**src/rtl/nand_cmd_addr_latch.sv**
```systemverilog
module nand_cmd_addr_latch #(
  parameter int ADDR_BYTES = 5,
  parameter int SMALL_PAGE = 512,
  parameter int LARGE_PAGE = 2048,
  parameter int CNT_W      = 3,
  localparam int ADDR_W    = ADDR_BYTES * 8,
  localparam int OFF_W     = $clog2(LARGE_PAGE) + 1
) (
  input  logic              clk,
  input  logic              rst_n,
  input  logic              cfg_large_page,
  input  logic              cfg_big_cap,
  input  logic              cfg_x16,
  input  logic              wr_stb,
  input  logic              ce_n,
  input  logic              cle,
  input  logic              ale,
  input  logic [7:0]        io_in,
  output logic [7:0]        cmd_q,
  output logic [ADDR_W-1:0] addr_q,
  output logic [CNT_W-1:0]  addr_cnt,
  output logic [OFF_W-1:0]  col_off,
  output logic              exec_pulse,
  output logic [7:0]        exec_cmd
);

  logic              take, cmd_cyc, adr_cyc, swallow, col_rst, imm, rw_cmd;
  logic [7:0]        mapped;
  logic [ADDR_W-1:0] kept, erase_addr;
  logic [7:0]        n_cmd, n_ecmd;
  logic [ADDR_W-1:0] n_addr;
  logic [CNT_W-1:0]  n_cnt;
  logic [OFF_W-1:0]  n_off;
  logic              n_exec;

  assign take    = wr_stb & ~ce_n;
  assign cmd_cyc = take & cle;
  assign adr_cyc = take & ~cle & ale;
  assign swallow = cfg_large_page & (cmd_q == 8'h00) & (io_in == 8'h30);
  assign col_rst = cfg_large_page & (io_in == 8'h05);
  assign mapped  = (io_in == 8'h01 || io_in == 8'h50) ? 8'h00 : io_in;
  assign imm     = (io_in == 8'h70) | (io_in == 8'h10) | (io_in == 8'h60) |
                   (io_in == 8'hD0) | (io_in == 8'h35) | (io_in == 8'hE0) |
                   (io_in == 8'hFF);
  assign rw_cmd  = (cmd_q == 8'h00) | (cmd_q == 8'h80);

  always_comb begin
    kept = '0;
    for (int i = 0; i < ADDR_BYTES; i++)
      if (i < int'(addr_cnt)) kept[8*i +: 8] = addr_q[8*i +: 8];
  end

  assign erase_addr = cfg_large_page ? (kept << 16) : (kept << 8);

  always_comb begin
    n_cmd  = cmd_q;
    n_addr = addr_q;
    n_cnt  = addr_cnt;
    n_off  = col_off;
    n_exec = 1'b0;
    n_ecmd = exec_cmd;
    if (cmd_cyc && !swallow) begin
      if (col_rst) begin
        n_addr[15:0] = '0;
        n_cnt        = '0;
      end else begin
        n_cmd = mapped;
        if (io_in == 8'h00)      n_off = '0;
        else if (io_in == 8'h01) n_off = OFF_W'(256);
        else if (io_in == 8'h50) n_off = cfg_large_page ? OFF_W'(LARGE_PAGE) : OFF_W'(SMALL_PAGE);
        if (io_in != 8'hE0) n_cnt = '0;
        if (imm) begin
          n_exec = 1'b1;
          n_ecmd = io_in;
        end
        if (io_in == 8'hD0) n_addr = erase_addr;
        if (io_in == 8'hFF) begin
          n_cmd  = '0;
          n_addr = '0;
          n_off  = '0;
        end
      end
    end else if (adr_cyc && addr_cnt != '1) begin
      if (int'(addr_cnt) < ADDR_BYTES) n_addr[8*int'(addr_cnt) +: 8] = io_in;
      n_cnt = addr_cnt + 1'b1;
      if (n_cnt == CNT_W'(2) && cfg_x16) n_addr = n_addr << 1;
      if ((n_cnt == CNT_W'(1) && cmd_q == 8'h90) ||
          (rw_cmd && ((!cfg_large_page && n_cnt == CNT_W'(3)) ||
                      (cfg_large_page && !cfg_big_cap && n_cnt == CNT_W'(4)) ||
                      (cfg_large_page && cfg_big_cap && n_cnt == CNT_W'(5))))) begin
        n_exec = 1'b1;
        n_ecmd = cmd_q;
      end
    end
  end

  always_ff @(posedge clk or negedge rst_n) begin
    if (!rst_n) begin
      cmd_q      <= '0;
      addr_q     <= '0;
      addr_cnt   <= '0;
      col_off    <= '0;
      exec_pulse <= 1'b0;
      exec_cmd   <= '0;
    end else begin
      cmd_q      <= n_cmd;
      addr_q     <= n_addr;
      addr_cnt   <= n_cnt;
      col_off    <= n_off;
      exec_pulse <= n_exec;
      exec_cmd   <= n_ecmd;
    end
  end

endmodule

```
**config.mk**
```make
export PLATFORM = sky130hd
export DESIGN_NAME = nand_cmd_addr_latch
export DESIGN_NICKNAME = d
export VERILOG_FILES = /design/src/rtl/nand_cmd_addr_latch.sv
export SDC_FILE = /design/constraint.sdc
export NUM_CORES = 1
export LEC_CHECK = 0
export BUFFER_PORTS_ARGS = -buffer_cell sky130_fd_sc_hd__buf_2
export CAP_MARGIN = 15
export CORE_ASPECT_RATIO = 1.5
export CORE_UTILIZATION = 51
export DETAILED_ROUTE_END_ITERATION = 6
export PLACE_DENSITY = 0.81
export SLEW_MARGIN = 20
export SYNTH_ARGS = -nofsm -noshare
export SYNTH_HDL_FRONTEND = slang
export SYNTH_SLANG_ARGS = --single-unit
```
**constraint.sdc**
```tcl
create_clock -name clk -period 2.5 [get_ports clk]
set_input_delay 0 -clock clk [delete_from_list [all_inputs] [get_ports clk]]
set_output_delay 0 -clock clk [all_outputs]
set_load 0.02 [all_outputs]
```
==> impl_metrics.json <==
{
  "synthArstFlopShare": 1.00,
  "dpl_cell_area_um2": 5180,
  "avgSynthCellArea_um2": 8.16,
  "coreArea_um2": 8780,
  "cp-start-kind": "flip-flop",
  "worstPathRequired_ns": 2.70,
  "vias": 4787,
  "die_h_um": 118,
  "grt_max_degree": 49,
  "overflow": 0,
  "synth-seq-area-share": 0.344,
  "rows": 42,
  "final_cell_mix": "nand2_1, buf_2, dfrtp_1",
  "p_leak_nw": 2.66,
  "yosys.area.top_type_share": 0.344,
  "synth_area_um2": 4590,
  "port_buffers": 79,
  "clockBufferDepth": 2,
  "ys_seq_elements": 63,
  "clk_pin_slew_ns": 0.06,
  "wl_um": 14500,
  "grt_use_total": 0.316,
  "worstSetupStartpoint": "addr_cnt[0]",
  "io_pins": 89,
  "cts_tree": "done",
  "die_w_um": 79.4,
  "yosys.area.top_type": "dfrtp_1",
  "cts_max_level": 3,
  "dp_hpwl_um": 10100,
  "max_stage_delay_ns": 0.35,
  "grt_pass1_wl_um": 22800,
  "min_period_ns": 2.35,
  "cts_setup_buffers": 0,
  "antenna_found_initial": 0,
  "yosys_most_used_dff": "dfrtp_1",
  "ys.warnings.count": 0,
  "finalSetupViolCount": 0,
  "antenna_cells": 0,
  "fmax_mhz": 426,
  "hold_violations": 0,
  "vdd_drop_max_uv": 684,
  "fin_crit_sh": 0.939,
  "numCtsBuffers": 9,
  "cts-root-buf": "clkbuf_16",
  "avgViaCountPerCell": 6.33,
  "path_cells": "inv_1 -> ha_1 -> ha_1 -> nor2b_2 -> and4b_2 -> buf_4 -> mux2i_1 -> nand2_1 -> a31oi_1 -> a21oi_1",
  "synth_edf_count": 0,
  "worstHoldStart": "cfg_large_page",
  "layout.nets": 666,
  "criticalPathCategory": "reg -> reg",
  "end_kind": "flip-flop",
  "pre_cts_slack_ns": 0.160,
  "place_congestion": 0.934,
  "critPathMaxFanout": 5,
  "hold_slack_ns": 0.00470,
  "cts.sinks": 63,
  "fin_cells": 756,
  "fp.dieArea_um2": 9390,
  "layout_commonest_cell": "nand2_1",
  "worst_slew_pin_slew_ns": 0.990,
  "violations": "DRC",
  "drc": 1,
  "slew_viol_final": 0,
  "skew_ns": 0.00869,
  "crit_path_top_delay_cell": "dfrtp_2",
  "finalWorstSetupSlack_ns": 0.152,
  "power.density_nw_per_um2": 1080,
  "status": "finished with violations",
  "fill_cells": 762,
  "drt-pass1-iter-count": 7,
  "cp_top_family": "simple AND/OR/NAND/NOR gates",
  "netlist_instances": 562,
  "rr_startpoint": "addr_cnt[0]",
  "hold_path_class": "in -> reg",
  "ant_nets": 0,
  "place_inst": 739,
  "slew_headroom": 0.340,
  "dr.first_iter.drc_count": 427,
  "initial_utilization": 0.523,
  "synth_area_leaders": "dfrtp_1, mux2i_1, nand2_1",
  "grt_pass1_vias": 4542,
  "crit_buf_inv": 2,
  "drive_above_1_share": 0.232,
  "synth_cell_types": 60,
  "final_area_um2": 5500,
  "max-cap-violations": 0,
  "worstSkewPairLatency_ns": 0.34,
  "syn_to_final_growth_pct": 19.8,
  "arrival_ns": 2.55,
  "fin_util": 0.626,
  "routedWlPerCell_um": 19.2,
  "critPathMostFrequentCell": "ha_1"
}
final timing paths:
kind                               end  slack, ns  depth (start not counted)
min                        col_off[11]      0.005                          2
min in group asynchronous   col_off[9]       0.37                          2
max                         addr_q[28]       0.15                         10
max in group asynchronous    addr_q[9]       1.38                          3
min reg2reg                 col_off[8]       0.49                          2
max reg2reg                 addr_q[28]       0.15                         10
synth_stat cells (all sizes together) (2+ instances only):
cell type / number
a22o: 9
or4: 3
o21a: 5
nor3: 26
nand2: 101
o32a: 6
o211ai: 5
nor4b: 2
nand4: 3
nor2: 48
a21oi: 42
o21ai: 15
mux2i: 59
a221oi: 8
dfrtp: 63
a21o: 2
a31oi: 29
and4b: 2
o31ai: 2
or4b: 3
and2: 3
nor4: 4
buf: 30
o22ai: 2
ha: 8
nor3b: 2
inv: 16
a32o: 2
clkbuf: 25
nand3: 15
o32ai: 4
and3: 3
stage by stage:
| step | total power [mW] | setup TNS, ns |
|---|---|---|
| global placement | 4.54 | 0 |
| floorplan | 3.65 | 0 |
| global route | 6.31 | -0.00110 |
| finish | 5.95 | 0 |
| CTS | 5.91 | 0 |
| detailed placement | 4.61 | 0 |
routing by layer:
metal / vias to the layer above / wire, um / track usage
met3: 57 / 1090 / 0.0510
met5: - / 0 / 0
met2: 282 / 7380 / 0.533
met4: 0 / 579 / 0.174
met1: 2273 / 5460 / 0.374
li1: 2175 / - / -
what timing repair did:
item | in CTS | in global routing
hold endpoints to repair | 39 | 0
endpoints found under the setup margin | 0 | 6
resized for setup | 0 | 2
hold buffers | 1 | 0
report_power, final:
| part | internal [mW] | total (mW) | switching (mW) | leakage, nW |
|---|---|---|---|---|
| Clock | 0.781 | 1.29 | 0.513 | 0.143 |
| Sequential | 1.36 | 1.81 | 0.455 | 0.745 |
| Combinational | 1.10 | 2.84 | 1.74 | 1.78 |
| Total | 3.24 | 5.95 | 2.71 | 2.66 |
cells by family after synthesis:
| logic type | share of synthesized area |
|---|---|
| buf+inv | 0.0739 |
| mux | 0.131 |
| other cells | 0.000818 |
| simple gates | 0.224 |
| compound gates | 0.202 |
| flops | 0.344 |
| fa+ha+maj | 0.0218 |
| xor+xnor | 0.00191 |
state kept, by name, summed over array words and instances, names as in the netlist:
register,cells
addr_q,40
cmd_q,8
exec_cmd,8
addr_cnt,3
col_off,3
exec_pulse,1
final cells by class:
type	count	area [um2]	share of cell area
multi-input combinational	436	2710	0.493
sequential	63	1580	0.287
timing repair buffer	115	706	0.128
clock buffer	9	225	0.0410
tap	110	138	0.0250
clock inverter	7	80.1	0.0146
inverter	16	60.1	0.0109
(Power assumes the default switching activity.)
